<file path="src/rtl/gpio_ctrl_pkg.sv">
package gpio_ctrl_pkg;
  localparam int unsigned BUS_W = 32;

  // Word index of each register (byte offset / 4). Software depends on these.
  typedef enum logic [3:0] {
    WIX_BYPASS  = 4'd0,
    WIX_DIR     = 4'd1,
    WIX_OE      = 4'd2,
    WIX_OUT     = 4'd3,
    WIX_IN      = 4'd4,
    WIX_MASK    = 4'd5,
    WIX_UNMASK  = 4'd6,
    WIX_SETMASK = 4'd7,
    WIX_STATUS  = 4'd8,
    WIX_TRIG    = 4'd9,
    WIX_POL     = 4'd10,
    WIX_BOTH    = 4'd11
  } word_ix_e;
endpackage

</file>
<file path="src/rtl/gpio_in_sync.sv">
module gpio_in_sync #(
  parameter int unsigned NPINS = 32
) (
  input  logic             clk,
  input  logic             rst_n,
  input  logic [NPINS-1:0] pin_in,
  output logic [NPINS-1:0] sync_lvl,
  output logic [NPINS-1:0] prev_lvl
);
  for (genvar i = 0; i < NPINS; i++) begin : g_pin
    logic meta_q, lvl_q, old_q;
    always_ff @(posedge clk or negedge rst_n) begin
      if (!rst_n) begin
        meta_q <= 1'b0;
        lvl_q  <= 1'b0;
        old_q  <= 1'b0;
      end else begin
        meta_q <= pin_in[i];
        lvl_q  <= meta_q;
        old_q  <= lvl_q;
      end
    end
    assign sync_lvl[i] = lvl_q;
    assign prev_lvl[i] = old_q;
  end
endmodule

</file>
<file path="src/rtl/gpio_pad_mux.sv">
module gpio_pad_mux #(
  parameter int unsigned NPINS = 32
) (
  input  logic [NPINS-1:0] bypass,
  input  logic [NPINS-1:0] reg_dir,
  input  logic [NPINS-1:0] reg_oe,
  input  logic [NPINS-1:0] reg_out,
  input  logic [NPINS-1:0] alt_dir,
  input  logic [NPINS-1:0] alt_oe,
  input  logic [NPINS-1:0] alt_out,
  output logic [NPINS-1:0] pad_out,
  output logic [NPINS-1:0] pad_oe
);
  for (genvar i = 0; i < NPINS; i++) begin : g_pin
    logic eff_dir, eff_oe, eff_out;
    always_comb begin
      if (bypass[i]) begin
        eff_dir = alt_dir[i];
        eff_oe  = alt_oe[i];
        eff_out = alt_out[i];
      end else begin
        eff_dir = reg_dir[i];
        eff_oe  = reg_oe[i];
        eff_out = reg_out[i];
      end
    end
    // direction 1 means input: enable is ignored then
    assign pad_oe[i]  = eff_oe & ~eff_dir;
    assign pad_out[i] = eff_out;
  end
endmodule

</file>
<file path="src/rtl/gpio_irq_unit.sv">
module gpio_irq_unit #(
  parameter int unsigned NPINS = 32
) (
  input  logic             clk,
  input  logic             rst_n,
  input  logic [NPINS-1:0] sync_lvl,
  input  logic [NPINS-1:0] prev_lvl,
  input  logic [NPINS-1:0] trig_lvl,
  input  logic [NPINS-1:0] pol,
  input  logic [NPINS-1:0] both,
  input  logic [NPINS-1:0] mask,
  input  logic             stat_rd,
  output logic [NPINS-1:0] hit,
  output logic [NPINS-1:0] status,
  output logic             irq
);
  logic [NPINS-1:0] rise, fall;
  assign rise = sync_lvl & ~prev_lvl;
  assign fall = ~sync_lvl & prev_lvl;

  for (genvar i = 0; i < NPINS; i++) begin : g_det
    always_comb begin
      if (trig_lvl[i])  hit[i] = pol[i] ? sync_lvl[i] : ~sync_lvl[i];
      else if (both[i]) hit[i] = rise[i] | fall[i];
      else              hit[i] = pol[i] ? rise[i] : fall[i];
    end
  end

  logic [NPINS-1:0] status_q;
  always_ff @(posedge clk or negedge rst_n) begin
    if (!rst_n) status_q <= '0;
    else        status_q <= (stat_rd ? '0 : status_q) | hit;  // set wins
  end
  assign status = status_q;
  assign irq    = |(status_q & ~mask);
endmodule

</file>
<file path="src/rtl/gpio_regfile.sv">
module gpio_regfile
  import gpio_ctrl_pkg::*;
#(
  parameter int unsigned NPINS  = 32,
  parameter int unsigned ADDR_W = 8
) (
  input  logic              clk,
  input  logic              rst_n,
  input  logic              psel,
  input  logic              penable,
  input  logic              pwrite,
  input  logic [ADDR_W-1:0] paddr,
  input  logic [BUS_W-1:0]  pwdata,
  output logic [BUS_W-1:0]  prdata,
  input  logic [NPINS-1:0]  in_lvl,
  input  logic [NPINS-1:0]  status,
  output logic [NPINS-1:0]  bypass,
  output logic [NPINS-1:0]  dir,
  output logic [NPINS-1:0]  oe,
  output logic [NPINS-1:0]  outv,
  output logic [NPINS-1:0]  mask,
  output logic [NPINS-1:0]  trig_lvl,
  output logic [NPINS-1:0]  pol,
  output logic [NPINS-1:0]  both,
  output logic              stat_rd
);
  localparam int unsigned IX_W = ADDR_W - 2;

  logic            acc, wr;
  logic [IX_W-1:0] wix;
  logic [NPINS-1:0] wd;
  assign acc = psel & penable;
  assign wr  = acc & pwrite;
  assign wix = paddr[ADDR_W-1:2];
  assign wd  = pwdata[NPINS-1:0];
  assign stat_rd = acc & ~pwrite & (wix == IX_W'(WIX_STATUS));

  function automatic logic hit_ix(input logic [IX_W-1:0] a, input word_ix_e r);
    return a == IX_W'(r);
  endfunction

  always_ff @(posedge clk or negedge rst_n) begin
    if (!rst_n) begin
      bypass   <= '0;
      dir      <= '1;
      oe       <= '0;
      outv     <= '0;
      mask     <= '1;
      trig_lvl <= '0;
      pol      <= '0;
      both     <= '0;
    end else if (wr) begin
      if (hit_ix(wix, WIX_BYPASS))  bypass   <= wd;
      if (hit_ix(wix, WIX_DIR))     dir      <= wd;
      if (hit_ix(wix, WIX_OE))      oe       <= wd;
      if (hit_ix(wix, WIX_OUT))     outv     <= wd;
      if (hit_ix(wix, WIX_UNMASK))  mask     <= mask & ~wd;
      if (hit_ix(wix, WIX_SETMASK)) mask     <= mask | wd;
      if (hit_ix(wix, WIX_TRIG))    trig_lvl <= wd;
      if (hit_ix(wix, WIX_POL))     pol      <= wd;
      if (hit_ix(wix, WIX_BOTH))    both     <= wd;
    end
  end

  logic [NPINS-1:0] rsel;
  always_comb begin
    rsel = '0;
    if (acc && !pwrite) begin
      unique case (wix)
        IX_W'(WIX_BYPASS): rsel = bypass;
        IX_W'(WIX_DIR):    rsel = dir;
        IX_W'(WIX_OE):     rsel = oe;
        IX_W'(WIX_OUT):    rsel = outv;
        IX_W'(WIX_IN):     rsel = in_lvl;
        IX_W'(WIX_MASK):   rsel = mask;
        IX_W'(WIX_STATUS): rsel = status;
        IX_W'(WIX_TRIG):   rsel = trig_lvl;
        IX_W'(WIX_POL):    rsel = pol;
        IX_W'(WIX_BOTH):   rsel = both;
        default:           rsel = '0;
      endcase
    end
  end
  assign prdata = BUS_W'(rsel);
endmodule

</file>
<file path="src/rtl/gpio_irq_ctrl.sv">
module gpio_irq_ctrl #(
  parameter int unsigned NPINS  = 32,
  parameter int unsigned ADDR_W = 8
) (
  input  logic              clk,
  input  logic              rst_n,
  input  logic              psel,
  input  logic              penable,
  input  logic              pwrite,
  input  logic [ADDR_W-1:0] paddr,
  input  logic [31:0]       pwdata,
  output logic [31:0]       prdata,
  input  logic [NPINS-1:0]  pin_in,
  input  logic [NPINS-1:0]  alt_dir,
  input  logic [NPINS-1:0]  alt_oe,
  input  logic [NPINS-1:0]  alt_out,
  output logic [NPINS-1:0]  pad_out,
  output logic [NPINS-1:0]  pad_oe,
  output logic              irq
);
  logic [NPINS-1:0] bypass_r, dir_r, oe_r, out_r, mask_r;
  logic [NPINS-1:0] trig_r, pol_r, both_r;
  logic [NPINS-1:0] sync_lvl, prev_lvl, hit_w, status_r;
  logic             stat_rd;

  gpio_regfile #(.NPINS(NPINS), .ADDR_W(ADDR_W)) u_regs (
    .clk(clk), .rst_n(rst_n), .psel(psel), .penable(penable), .pwrite(pwrite),
    .paddr(paddr), .pwdata(pwdata), .prdata(prdata),
    .in_lvl(sync_lvl), .status(status_r),
    .bypass(bypass_r), .dir(dir_r), .oe(oe_r), .outv(out_r), .mask(mask_r),
    .trig_lvl(trig_r), .pol(pol_r), .both(both_r), .stat_rd(stat_rd)
  );

  gpio_in_sync #(.NPINS(NPINS)) u_sync (
    .clk(clk), .rst_n(rst_n), .pin_in(pin_in),
    .sync_lvl(sync_lvl), .prev_lvl(prev_lvl)
  );

  gpio_pad_mux #(.NPINS(NPINS)) u_mux (
    .bypass(bypass_r), .reg_dir(dir_r), .reg_oe(oe_r), .reg_out(out_r),
    .alt_dir(alt_dir), .alt_oe(alt_oe), .alt_out(alt_out),
    .pad_out(pad_out), .pad_oe(pad_oe)
  );

  gpio_irq_unit #(.NPINS(NPINS)) u_irq (
    .clk(clk), .rst_n(rst_n), .sync_lvl(sync_lvl), .prev_lvl(prev_lvl),
    .trig_lvl(trig_r), .pol(pol_r), .both(both_r), .mask(mask_r),
    .stat_rd(stat_rd), .hit(hit_w), .status(status_r), .irq(irq)
  );
endmodule

</file>
<file path="config.mk">
export PLATFORM = sky130hd
export DESIGN_NAME = gpio_irq_ctrl
export DESIGN_NICKNAME = d
export VERILOG_FILES = /design/src/rtl/gpio_ctrl_pkg.sv /design/src/rtl/gpio_in_sync.sv /design/src/rtl/gpio_pad_mux.sv /design/src/rtl/gpio_irq_unit.sv /design/src/rtl/gpio_regfile.sv /design/src/rtl/gpio_irq_ctrl.sv
export SDC_FILE = /design/constraint.sdc
export NUM_CORES = 1
export LEC_CHECK = 0
export CAP_MARGIN = 20
export CORE_MARGIN = 4
export CORE_UTILIZATION = 49
export CTS_CLUSTER_SIZE = 28
export DETAILED_ROUTE_END_ITERATION = 7
export PLACE_DENSITY_LB_ADDON = 0.2
export SLEW_MARGIN = 20
export SYNTH_ARGS = -nofsm -noshare
export SYNTH_HDL_FRONTEND = slang
export SYNTH_HIERARCHICAL = 1
export SYNTH_SLANG_ARGS = --single-unit
</file>
<file path="constraint.sdc">
create_clock -name clk -period 2.85 [get_ports clk]
set_clock_uncertainty 0.05 [all_clocks]
set_input_delay 0.4275 -clock clk [delete_from_list [all_inputs] [get_ports clk]]
set_output_delay 0.4275 -clock clk [all_outputs]
set_load 0.02 [all_outputs]
</file>
Word-level counts from Yosys, hierarchy flattened
Index checks and enable logic that the tools add are counted.

cells by class
  equal/unequal tests = 11
  multiplexer cells = 229
  bitwise logic cells = 143
  reduce and logical (&&, ||, !) cells = 13

operator list
  kind                                            count
  case mux 32 bit (10 select lines)               1
  2-to-1 mux 1 bit                                224
  AND 32 bit                                      4
  2-to-1 mux 32 bit                               4
  inverter 32 bit                                 4
  inverter 1 bit                                  65
  OR 32 bit                                       2
  AND 1 bit                                       36
  OR 1 bit                                        32
  OR reduction 32 bit                             1
  == test 6 x 3 -> 1 bit (second input constant)  4
  == test 6 x 4 -> 1 bit (second input constant)  4
  AND reduction 2 bit                             8
  == test 6 x 2 -> 1 bit (second input constant)  2
  == test 6 x 1 -> 1 bit (second input constant)  1
  logical NOT 6 bit                               1
  nonzero test 2 bit                              1
  logical AND 1 bit                               1
  logical NOT 1 bit                               1

word-level totals
  register bits = 384
  output and inout port bits = 97
  word-level logic and storage cells = 501

Longest topological paths before layout
  depth after elaboration = 6
  depth in mapped cells = 7

Hierarchy
Netlist, hierarchy kept.

by module, submodules not included
  module         instances  cells each  area an instance (µm²)
  gpio_regfile   1          896         12251.8
  gpio_irq_unit  1          440         3617.2
  gpio_in_sync   1          160         2882.8
  gpio_pad_mux   1          160         1241.2

Worst setup path before layout
Ideal clock, no wire load.

  kind = input -> output
  start = input port paddr[5]
  end = output port prdata[21]
  arrival = 2.162 ns
  path slack = 0.211 ns
  stages on the path = 6
  path through = buf_2 -> or4b_1 -> nor2_1 -> buf_2 -> a22oi_1 -> a31oi_1

between the ends
  cells in the longest elaborated chain, start to end = 3
  elaborated cells on any way between the ends = 12
  those cells by class = 9 x eq/ne; 2 x mux; 1 x reduce/logical

RTL lines
  element                                               RTL line             source
  start: declaration                                    gpio_irq_ctrl.sv:10  input logic [ADDR_W-1:0] paddr,
  == test 6 x 4 -> 1 bit, or another cell as far along  gpio_regfile.sv:69   unique case (wix)
  case mux 32 bit (10 select lines) *                   gpio_regfile.sv:69
  2-to-1 mux 32 bit *                                   gpio_regfile.sv:68   if (acc && !pwrite) begin
  end: declaration                                      gpio_irq_ctrl.sv:12  output logic [31:0] prdata,

Every way passes the cells marked *; elsewhere a longest branch is shown, timed or not.

Worst setup path after layout
  start = input port paddr[7]
  end = output port prdata[4]

The elaborated chain is that of the path after synthesis.

==> metrics.md <==
| Metric | Value |
|---|---|
| Initial DRC count | 956 |
| Mapped Area | 19870 um2 |
| Final setup viols | 0 |
| Crit path launch | paddr[7] |
| Chip width | approximately 210 um |
| Slew Limit Fails | 0 |
| Min-delay worst type | primary input to register |
| PortBufs | 267 |
| Clock transition at the registers of the reported paths | roughly 0.06 ns |
| Warnings from Yosys | 6 |
| Global Route Usage Sum | between 20% and 30% |
| Vias per cell | 5.819 |
| Gate Count Post-Synth | about 1600 |
| TritonCTS clock tree | done |
| Syn Nets | 1861 |
| Vias in the first global route | 14610 |
| H-tree levels | 2 |
| Crit. End Element | output pin |
| Root buf cell | clkbuf_16 |
| Max FO, Critical Path | 12 |
| Commonest cells after routing, fill and taps aside | dfrtp_1, mux2_2, clkdlybuf4s50_1 |
| Final HPWL DP | approximately 40000 um |
| Cell area power density | between 500 and 600 nW/um2 |
| First-pass GRT wire length | 87950 um |
| Fmax | 353.3 MHz |
| Top-Level Pins | 270 |
| Nets | 2119 |
| Avg Inst Size Synth | 12.24 um2 |
| Minimum clock period after layout | between 2 and 3 ns |
| Worst slew margin | 64.90% |
| Clock Sinks | 384 |
| Gpl congestion | 0.8774 |
| Clk_lat worst skew | roughly 0.55 ns |
| Area grow syn2layout | 25.09% |
| Vias | about 14000 |
| Max Root-Sink Buffers | 3 |
| Pleak | about 11 nW |
| Final Hold Viols | 0 |
| Site row count | 73 |
| VDD IR max | between 300 and 400 uV |
| Total Die Area | approximately 44000 um2 |
| Multi-input gate area | 8788 um2 |
| DRC | 0 |
| Worst-Margin Slew | 0.5133 ns |
| Reg2Reg Launch Point | u_sync/g_pin[18].lvl_q |
| Crit share post-route | 99.32% |
| Total grt overflow | 0 |
| Arr. time, crit path | around 2.4 ns |
| Chip height | about 210 um |
| Initial antenna violation count | 1 |
| Routed WL per cell | 23.64 um |
| CP startpoint kind | primary input |
| CORE AREA | 39910 um2 |
| Status | finished clean |
| Largest net degree at the start of global routing | 92 |
| Hold_sp | pin_in[15] |
| Commonest non-fill, non-tap cell in the layout | dfrtp_1 |
| Drt total wl | 57660 um |
| Cts bufs inserted | 41 |
| Hold slack | 0.2729 ns |
| Initial core utilization | approximately 50% |
| Critical path class | primary input to output pin |
| N_diodes | 0 |
| Reg area | 9689 um2 |
| 1st-pass router iterations | 7 |
| Utilization after layout | between 60% and 70% |
| Post-route ant nets | 0 |
| Fill cells | 3097 |
| Max-cap violations | 0 |
| Share of cells above drive strength 1 | 31.87% |
| WP data required | roughly 2.4 ns |
[layout make-up]
cell class | count | share of cell area [%]
Multi-Input combinational cell | 940 | 35.35
Tap cell | 525 | 2.642
Timing Repair Buffer | 386 | 15.52
Inverter | 129 | 1.948
Clock buffer | 68 | 5.189
Sequential cell | 384 | 38.98
Clock inverter | 7 | 0.3725
[per-layer routing]
metal  global-route usage [%]  up-vias  share of wire, %
met2                    41.36      523                47
li1                         -     6305                 -
met1                    35.67     7222                43
met3                    4.395      141               6.5
met4                    8.956        2               3.8
met5                        0        -             0.035
[where the power goes]
| group | internal (W) | switching [W] |
|---|---|---|
| Combinational | 0.000794 | 0.000656 |
| Clock | 0.00327 | 0.00216 |
| Sequential | 0.00574 | 0.000265 |
[repair_timing]
action                                  in CTS  in global routing
resized for setup                          157                 20
endpoints found under the setup margin      33                 21
hold buffers                                 1                  0
pin swaps                                    7                  1
setup buffers                                3                  1
hold endpoints to repair                    44                  0
gates cloned                                 2                  0
[sequential cells by signal (all words and copies together), names as in the netlist, named ones only]
| name | flops |
|---|---|
| u_irq/status | 32 |
| u_regs/both | 32 |
| u_sync/g_pin.lvl_q | 32 |
| u_regs/oe | 32 |
| u_regs/bypass | 32 |
| u_sync/g_pin.meta_q | 32 |
| u_regs/pol | 32 |
| u_regs/dir | 32 |
| u_regs/trig_lvl | 32 |
| u_sync/g_pin.old_q | 32 |
| u_regs/outv | 32 |
[per-stage QoR]
stage	setup WS [ns]	instance area (um2)	setup TNS (ns)	power [W]	instances
floorplan	0.2108	19870	0	0.006802	1624
global placement	-0.7841	23390	-22.97	0.007485	2358
detailed placement	-0.8154	23390	-26.51	0.007526	2358
CTS	-0.008729	24910	-0.008729	0.01300	2439
global route	-0.004080	24860	-0.004080	0.01338	2439
finish	0.01931	24860	0	0.01288	2439
[worst paths after layout]
kind	slack, ns	end	depth (start not counted)
worst max-delay path	0.02	prdata[4]	8
worst min-delay path	0.27	u_sync/g_pin[15].meta_q	1
worst max register to register	1.36	u_irq/status[18]	6
worst min register to register	0.30	u_sync/g_pin[29].lvl_q	0
max in group asynchronous	1.45	u_regs/dir[26]	3
min in group asynchronous	0.38	u_irq/status[13]	2
[critical path, cell delays in order]
cell             delay [ns]
dlygate4sd2_1          0.27
buf_4                  0.18
nor4b_4                0.36
buf_4                  0.28
buf_6                  0.22
a22oi_1                0.09
a21oi_1                0.22
clkdlybuf4s15_2        0.30
Power figures use the tool's default switching activity.
